$ cat config.mk
export PLATFORM = sky130hd
export DESIGN_NAME = smbus_pec_engine
export DESIGN_NICKNAME = d
export VERILOG_FILES = /design/src/rtl/pec_pkg.sv /design/src/rtl/pec_byte_step.sv /design/src/rtl/pec_zero_detect.sv /design/src/rtl/pec_state_reg.sv /design/src/rtl/smbus_pec_engine.sv
export SDC_FILE = /design/constraint.sdc
export NUM_CORES = 1
export LEC_CHECK = 0
export BUFFER_PORTS_ARGS = -buffer_cell sky130_fd_sc_hd__clkbuf_2
export CORE_MARGIN = 2
export CORE_UTILIZATION = 47
export DETAILED_ROUTE_END_ITERATION = 7
export GPL_TIMING_DRIVEN = 0
export PLACE_DENSITY = 0.74
export SLEW_MARGIN = 20
export SYNTH_ARGS = -nofsm -noshare
export SYNTH_HDL_FRONTEND = slang
export SYNTH_SLANG_ARGS = --single-unit
$ cat constraint.sdc
create_clock -name clk_i -period 2.1 [get_ports clk_i]
set_clock_uncertainty 0.1 [all_clocks]
set_input_delay 0.21 -clock clk_i [delete_from_list [all_inputs] [get_ports clk_i]]
set_output_delay 0.21 -clock clk_i [all_outputs]
set_load 0.03 [all_outputs]
$ cat src/rtl/pec_pkg.sv
package pec_pkg;
  localparam int unsigned PEC_BYTE_W = 8;
  localparam int unsigned PEC_CODE_W = 8;
  localparam logic [PEC_CODE_W-1:0] PEC_POLY = 8'h07;
endpackage

$ cat src/rtl/pec_byte_step.sv
module pec_byte_step #(
  parameter int unsigned CODE_W = pec_pkg::PEC_CODE_W,
  parameter int unsigned BYTE_W = pec_pkg::PEC_BYTE_W,
  parameter logic [CODE_W-1:0] POLY = pec_pkg::PEC_POLY
) (
  input  logic [CODE_W-1:0] crc_i,
  input  logic [BYTE_W-1:0] data_i,
  output logic [CODE_W-1:0] crc_o
);
  // one shift-and-xor stage per input bit, most significant bit first
  logic [CODE_W-1:0] chain [0:BYTE_W];

  assign chain[0] = crc_i;

  for (genvar i = 0; i < BYTE_W; i++) begin : g_bit
    logic fb;
    assign fb = chain[i][CODE_W-1] ^ data_i[BYTE_W-1-i];
    assign chain[i+1] = {chain[i][CODE_W-2:0], 1'b0} ^ (fb ? POLY : '0);
  end

  assign crc_o = chain[BYTE_W];
endmodule

$ cat src/rtl/pec_zero_detect.sv
module pec_zero_detect #(
  parameter int unsigned CODE_W = pec_pkg::PEC_CODE_W
) (
  input  logic [CODE_W-1:0] code_i,
  output logic              zero_o
);
  assign zero_o = ~|code_i;
endmodule

$ cat src/rtl/pec_state_reg.sv
module pec_state_reg #(
  parameter int unsigned CODE_W = pec_pkg::PEC_CODE_W
) (
  input  logic              clk_i,
  input  logic              rst_ni,
  input  logic              clear_i,
  input  logic              valid_i,
  input  logic [CODE_W-1:0] step_code_i,
  input  logic              step_zero_i,
  output logic [CODE_W-1:0] code_q_o,
  output logic              match_q_o
);
  logic [CODE_W-1:0] code_d, code_q;
  logic              match_d, match_q;
  logic              load_en;

  assign load_en = clear_i | valid_i;

  always_comb begin
    code_d  = code_q;
    match_d = match_q;
    if (clear_i) begin
      code_d  = '0;
      match_d = 1'b0;
    end else if (valid_i) begin
      code_d  = step_code_i;
      match_d = step_zero_i;
    end
  end

  always_ff @(posedge clk_i or negedge rst_ni) begin
    if (!rst_ni) begin
      code_q  <= '0;
      match_q <= 1'b0;
    end else if (load_en) begin
      code_q  <= code_d;
      match_q <= match_d;
    end
  end

  assign code_q_o  = code_q;
  assign match_q_o = match_q;

  AST_CLEAR_EMPTIES: assert property (@(posedge clk_i) disable iff (!rst_ni)
    clear_i |=> (code_q == '0) && !match_q);

  AST_CLEAR_BEATS_BYTE: assert property (@(posedge clk_i) disable iff (!rst_ni)
    (clear_i && valid_i) |=> (code_q == '0));

  AST_IDLE_HOLDS: assert property (@(posedge clk_i) disable iff (!rst_ni)
    (!clear_i && !valid_i) |=> $stable(code_q) && $stable(match_q));

  AST_MATCH_MEANS_ZERO: assert property (@(posedge clk_i) disable iff (!rst_ni)
    match_q |-> (code_q == '0));
endmodule

$ cat src/rtl/smbus_pec_engine.sv
module smbus_pec_engine #(
  parameter int unsigned CODE_W = pec_pkg::PEC_CODE_W,
  parameter int unsigned BYTE_W = pec_pkg::PEC_BYTE_W,
  parameter logic [CODE_W-1:0] POLY = pec_pkg::PEC_POLY
) (
  input  logic              clk_i,
  input  logic              rst_ni,
  input  logic              clear_i,
  input  logic              valid_i,
  input  logic [BYTE_W-1:0] data_i,
  output logic [CODE_W-1:0] pec_o,
  output logic              match_o
);
  logic [CODE_W-1:0] code_q;
  logic [CODE_W-1:0] step_code;
  logic              step_zero;

  pec_byte_step #(.CODE_W(CODE_W), .BYTE_W(BYTE_W), .POLY(POLY)) step_i (
    .crc_i  (code_q),
    .data_i (data_i),
    .crc_o  (step_code)
  );

  pec_zero_detect #(.CODE_W(CODE_W)) zero_i (
    .code_i (step_code),
    .zero_o (step_zero)
  );

  pec_state_reg #(.CODE_W(CODE_W)) state_i (
    .clk_i       (clk_i),
    .rst_ni      (rst_ni),
    .clear_i     (clear_i),
    .valid_i     (valid_i),
    .step_code_i (step_code),
    .step_zero_i (step_zero),
    .code_q_o    (code_q),
    .match_q_o   (match_o)
  );

  assign pec_o = code_q;

  AST_ZERO_BYTE_KEEPS_ZERO: assert property (@(posedge clk_i) disable iff (!rst_ni)
    (valid_i && !clear_i && (pec_o == '0) && (data_i == '0)) |=> (pec_o == '0));

  AST_BYTE_CHANGES_CODE: assert property (@(posedge clk_i) disable iff (!rst_ni)
    (valid_i && !clear_i && (data_i != '0)) |=> !$stable(pec_o) || !$stable(match_o) || match_o == 1'b0);
endmodule

==> results.md, run 1 <==
- Outcome: complete, no violations
- Largest cells by area after synthesis: sky130_fd_sc_hd__dfrtp_1, sky130_fd_sc_hd__xnor2_1, sky130_fd_sc_hd__a211oi_1
- Starting density of the core: 49.7%
- Clock transition at the registers of the reported paths: 0.06 ns
- Actual slew at the worst max-slew pin: 0.452 ns
- Detailed-placement wirelength estimate: 933 µm
- Port Buffers: 19
- Wire length of the first global-routing pass: 1.90 mm
- Total GRT Usage: 17.8%
- X dimension of the die: 40.6 µm
- Total core area: 1270 µm²
- Drc violations: 0
- Final worst path period need: 1.94 ns
- Startpoint kind of the worst setup timing path: flip-flop
- Max Cap Viol: 0
- Antenna diode count: 0
- Post-synthesis sequential element count: 9
- Setup ws final: 0.157 ns
- Post-layout nets: 97
- Kind of end point of the critical path: flip-flop
- Most numerous cell types in the synthesized netlist: sky130_fd_sc_hd__xnor2_1, sky130_fd_sc_hd__nor2_1, sky130_fd_sc_hd__dfrtp_1
- Final setup fails: 0
- Vias in the first global route: 474
- Count of antenna-violating nets left after detailed routing: 0
- Worst Path Arrival: 1.99 ns
- Height of the die: 40.6 µm
- Total negative slack for setup checks: 0 ns
- Crit path required time: 2.15 ns
- Fmax: 515 MHz
- Number of hold violations in the final report: 0
- Most instantiated library cell after synthesis: sky130_fd_sc_hd__xnor2_1
- Maximum root-to-sink buffer count: 2
- Number of placed I/O pins: 21
- Synthesized Nets: 72
- Asr flop ratio synth: 100%
- Detailed-routing iteration count for the pre-antenna-repair pass: 4
- Min-Delay Path Class: in -> async
- Headroom to the max-slew limit: 69.7%
- Detailed router's first-iteration violation count: 5
- Post-synthesis instance area: 631 µm²
- Final std cell area, no fill: 781 µm²
- Number of fill cells in the layout: 113
- Dominant synthesized flop cell: sky130_fd_sc_hd__dfrtp_1
- Highest fanout seen on the critical path: 4
- Portion of synthesized cell area occupied by the leading cell type: 35.7%
- Std-Cell Rows: 13
- Total number of vias: 493
- Area overhead of the layout relative to synthesis: 23.8%
- Initial antenna violation count: 0
- Final weighted congestion in routability-driven placement: 0.712
- Unique masters post-synth: 22
- Depth of the CTS H-tree: 1
- Average size of a mapped cell: 10.7 µm²
- Grt total ovfl: 0
- Critical path class: reg -> reg
- Total count of max-transition violations in the final report: 0
- Mean number of vias per cell: 5.03
- Power density over the cells: 1480 nW/µm²
- Maximum number of pins on one net before global-route repair: 11
- Post-Place Cell Area: 744 µm²
- Count of flip-flops with a built-in enable after synthesis: 0
- Unrepaired setup endpoints after global routing: no
- Routed WL per cell: 12.1 µm
- Ys Warns: 0
- CTS root buf: sky130_fd_sc_hd__clkbuf_4
- Count of clock tree sinks: 9
- Full die area: 1650 µm²
- CTS tree: built
- Cell taking the most area after synthesis: sky130_fd_sc_hd__dfrtp_1
- Leakage power: 0.000361 µW
- Clock latency reported for the late side of the worst-skew pair: 0.26 ns
- Proportion of layout cells with a drive suffix above 1: 34.9%
- Period utilisation layout: 92.5%
- Cts bufs inserted: 3
- DP Worst Slack: 0.159 ns
- Worst-case register-to-register setup slack: 0.16 ns
- Post-synthesis instance total: 59
- Worst IR drop on VDD: 1030 µV
- Final WL: 1.19 mm
- Seq/Total Area, Yosys: 35.7%
==> cell families after synthesis <==
| kind of cell | count (synthesis) | share of synthesized area [%] |
|---|---|---|
| compound gates | 9 | 11.3 |
| simple gates | 16 | 12.5 |
| flops | 9 | 35.7 |
| xor+xnor | 20 | 35.1 |
| buf+inv | 3 | 1.79 |
| fa+ha+maj | 1 | 1.98 |
| mux | 1 | 1.59 |
==> worst paths after layout <==
check                               startpoint             endpoint  cells after the start
max                        state_i.code_q_o[7]  state_i.code_q_o[3]                      5
min                                     rst_ni  state_i.code_q_o[6]                      2
max reg2reg                state_i.code_q_o[7]  state_i.code_q_o[3]                      5
min reg2reg                  state_i.match_q_o    state_i.match_q_o                      2
max in group asynchronous               rst_ni  state_i.code_q_o[0]                      2
min in group clk_i                     clear_i  state_i.code_q_o[3]                      4
==> registers in the layout (all words and copies together) (netlist names) <==
signal	count
state_i.code_q_o	8
state_i.match_q_o	1
==> metal layers <==
metal  track usage (%)  wire length [µm]  up-vias
li1                  -                 -      248
met4              5.00                 0        0
met1              20.6               536      232
met5                 0                 0        -
met2              31.7               590       13
met3              4.89                60        0
==> cell type report <==
type / count / area (µm²) / share of cell area [%]
clock buffers: 4 / 26.3 / 3.37
multi-input cells: 47 / 394 / 50.5
well taps: 15 / 18.8 / 2.40
plain buffers: 3 / 11.3 / 1.44
repair buffers: 20 / 105 / 13.5
flip-flops and latches: 9 / 225 / 28.8
==> stage by stage <==
stage	utilization [%]	power, µW	instances	hold slack (ns)
global route	61.5	1240	98	0.282
finish	61.5	1150	98	0.237
detailed placement	58.7	1030	93	-0.0142
floorplan	-	889	59	-0.186
global placement	58.7	1020	93	-0.0181
CTS	61.5	1170	98	0.239
==> placed cells by master, fill, tap and decap left out, drive strengths merged <==
master,netlist,final
and3,1,1
mux2i,1,1
o31ai,1,1
xor2,3,3
buf,1,1
clkbuf,2,25
nand3,1,1
nand4b,1,1
xor3,1,1
xnor2,15,15
nand2b,1,1
a211oi,6,6
xnor3,1,1
nand2,1,1
nor2,10,10
dfrtp,9,9
a21oi,1,1
dlygate4sd3,0,1
ha,1,1
a31o,1,1
nor3,1,1
==> power breakdown <==
part / switching, µW / total [µW] / internal, µW
clock: 61.7 / 135 / 73.3
combinational: 405 / 747 / 342
sequential: 49.5 / 272 / 223
==> repair_timing <==
item                      4_1_cts  5_1_grt
hold buffers                    1        0
gates resized for setup         0        0
hold endpoints to repair        9        0
setup buffers                   0        0
==> worst max-delay path, stage by stage (launching register included) <==
cell                      delay, ns
sky130_fd_sc_hd__dfrtp_1       0.42
sky130_fd_sc_hd__xnor2_2       0.27
sky130_fd_sc_hd__xor3_2        0.55
sky130_fd_sc_hd__xnor2_1       0.21
sky130_fd_sc_hd__a21oi_1       0.09
sky130_fd_sc_hd__a31o_1        0.20
No activity file was read; power rests on OpenSTA's default activity.
==> inputs of run 2 (changes only) <==
- CORE_MARGIN: 2 -> not set
==> run 2 against run 1 <==
  * First-iteration DRC count down 20%
  * Design area fell by 0.16%
  * Combinational power grew 1%
  * Critical path type unchanged
  * Clock-buffer cell count stayed put
  * Non-clock buffer count did not move
  * Via count is 1.2% lower
  * Routed wire length up 3.9%
  * Fmax is 1.4% lower
  * Largest cell class unchanged
  * Sequential power about the same
  * Cell count shrank 1.0%
==> results.md, run 2 (synthesized netlist as in run 1, its figures left out) <==
- Power density over the cells: 1500 nW/µm² (was 1480 nW/µm²)
- Total number of vias: 487 (was 493)
- Number of hold violations in the final report: 0 (unchanged)
- Number of fill cells in the layout: 107 (was 113)
- Critical path class: reg -> reg (unchanged)
- Setup ws final: 0.130 ns (was 0.157 ns)
- Proportion of layout cells with a drive suffix above 1: 34.9% (unchanged)
- Vias in the first global route: 468 (was 474)
- Starting density of the core: 53.8% (was 49.7%)
- Worst Path Arrival: 2.03 ns (was 1.99 ns)
- Period utilisation layout: 93.8% (was 92.5%)
- Maximum root-to-sink buffer count: 2 (unchanged)
- Height of the die: 38.6 µm (was 40.6 µm)
- Total negative slack for setup checks: 0 ns (unchanged)
- Std-Cell Rows: 12 (was 13)
- Fmax: 508 MHz (was 515 MHz)
- Area overhead of the layout relative to synthesis: 23.6% (was 23.8%)
- Detailed-placement wirelength estimate: 936 µm (was 933 µm)
- Depth of the CTS H-tree: 1 (unchanged)
- X dimension of the die: 38.6 µm (was 40.6 µm)
- Total GRT Usage: 20.0% (was 17.8%)
- Count of antenna-violating nets left after detailed routing: 0 (unchanged)
- Worst hold slack: 0.236 ns (was 0.237 ns)
- DP Worst Slack: 0.146 ns (was 0.159 ns)
- Maximum number of pins on one net before global-route repair: 11 (unchanged)
- Min-Delay Path Class: in -> async (unchanged)
- Number of placed I/O pins: 21 (unchanged)
- CTS root buf: sky130_fd_sc_hd__clkbuf_4 (unchanged)
- Total count of max-transition violations in the final report: 0 (unchanged)
- Leading cell types in the layout, fill and taps excluded: sky130_fd_sc_hd__clkbuf_2, sky130_fd_sc_hd__xnor2_1, sky130_fd_sc_hd__nor2_1 (unchanged)
- Worst IR drop on VDD: 786 µV (was 1030 µV)
- Detailed router's first-iteration violation count: 4 (was 5)
- Mean number of vias per cell: 5.02 (was 5.03)
- Clock latency reported for the late side of the worst-skew pair: 0.27 ns (was 0.26 ns)
- Actual slew at the worst max-slew pin: 0.453 ns (was 0.452 ns)
- Final worst path period need: 1.97 ns (was 1.94 ns)
- Full die area: 1490 µm² (was 1650 µm²)
- Post-CTS setup-driven buffer insertion count: 0 (unchanged)
- Wire length of the first global-routing pass: 1.95 mm (was 1.90 mm)
- Unrepaired setup endpoints after global routing: no (unchanged)
- Total core area: 1170 µm² (was 1270 µm²)
- Final setup fails: 0 (unchanged)
- Final weighted congestion in routability-driven placement: 0.712 (about the same)
- Antenna diode count: 0 (unchanged)
- Headroom to the max-slew limit: 69.8% (was 69.7%)
- Cts bufs inserted: 3 (unchanged)
- Kind of end point of the critical path: flip-flop (unchanged)
- Drc violations: 0 (unchanged)
- Port Buffers: 19 (unchanged)
- Post-Place Cell Area: 743 µm² (was 744 µm²)
- Routed WL per cell: 12.7 µm (was 12.1 µm)
- Grt total ovfl: 0 (unchanged)
- Leakage power: 0.000361 µW (unchanged)
- Highest fanout seen on the critical path: 4 (unchanged)
- Flip-flop count of the largest register, all copies and words added: 8 (unchanged)
- Initial antenna violation count: 0 (unchanged)
- Count of clock tree sinks: 9 (unchanged)
- Quantity of gates resized following cts: 0 (unchanged)
- Final WL: 1.23 mm (was 1.19 mm)
- Startpoint kind of the worst setup timing path: flip-flop (unchanged)
- Final std cell area, no fill: 779 µm² (was 781 µm²)
- Detailed-routing iteration count for the pre-antenna-repair pass: 4 (unchanged)
- Outcome: complete, no violations (unchanged)
- Clock transition at the registers of the reported paths: 0.06 ns (about the same)
- Crit path required time: 2.16 ns (was 2.15 ns)
- CTS tree: built (unchanged)
- Max Cap Viol: 0 (unchanged)
- Most common cell after layout, fill and taps aside: sky130_fd_sc_hd__clkbuf_2 (unchanged)
- Post-layout nets: 97 (unchanged)
run 2: cell counts in the layout (fill, tap and decap cells not counted):
Identical to the previous run, type by type.
run 2: metrics by stage:
stage / total power, µW / utilization [%] / cells
after global placement: 1010 / 63.5 / 92
after floorplan: 889 / - / 59
after CTS: 1170 / 66.6 / 97
final: 1170 / 66.6 / 97
after detailed placement: 1030 / 63.5 / 92
after global routing: 1250 / 66.6 / 97
run 2: worst paths after layout:
check / endpoint / cells after the start / startpoint / slack, ns
setup / recovery: state_i.code_q_o[3] / 5 / state_i.code_q_o[7] / 0.13
hold / removal: state_i.code_q_o[5] / 2 / rst_ni / 0.24
setup reg to reg: state_i.code_q_o[3] / 5 / state_i.code_q_o[7] / 0.13
hold reg to reg: state_i.match_q_o / 2 / state_i.match_q_o / 0.39
max in group asynchronous: state_i.code_q_o[2] / 2 / rst_ni / 1.47
min in group clk_i: state_i.code_q_o[3] / 3 / data_i[3] / 0.26
run 2: per-layer routing:
| metal | share of wire (%) | vias to the layer above | GRT usage (%) | routed length, µm |
|---|---|---|---|---|
| met5 | 0 | - | 0 | 0 |
| met4 | 2.4 | 0 | 12.9 | 29 |
| met3 | 4.3 | 4 | 3.47 | 53 |
| met2 | 48 | 14 | 31.3 | 598 |
| met1 | 45 | 218 | 25.2 | 551 |
| li1 | - | 251 | - | - |
run 2: area by class of cell:
cell class,count,area (µm²),area share [%]
Clock buffer,4,26.3,3.37
Timing Repair Buffer,20,105,13.5
Multi-Input combinational cell,47,394,50.6
Sequential cell,9,225,28.9
Tap cell,14,17.5,2.25
Buffer,3,11.3,1.44
run 2: critical path, cell delays in order (launching register included):
cell,delay [ns]
sky130_fd_sc_hd__dfrtp_1,0.42
sky130_fd_sc_hd__xnor2_2,0.28
sky130_fd_sc_hd__xor3_2,0.56
sky130_fd_sc_hd__xnor2_1,0.21
sky130_fd_sc_hd__a21oi_1,0.10
sky130_fd_sc_hd__a31o_1,0.19
run 2: timing repair:
item	4_1_cts	5_1_grt
endpoints found under the setup margin	0	0
hold buffers	1	0
endpoints found under the hold margin	9	0
run 2: report_power, final:
group	switching (µW)	leakage, µW	internal, µW
clock	66.6	0.0000150	73.6
combinational	413	0.000227	343
sequential	49.2	0.000118	223
total	528	0.000361	639
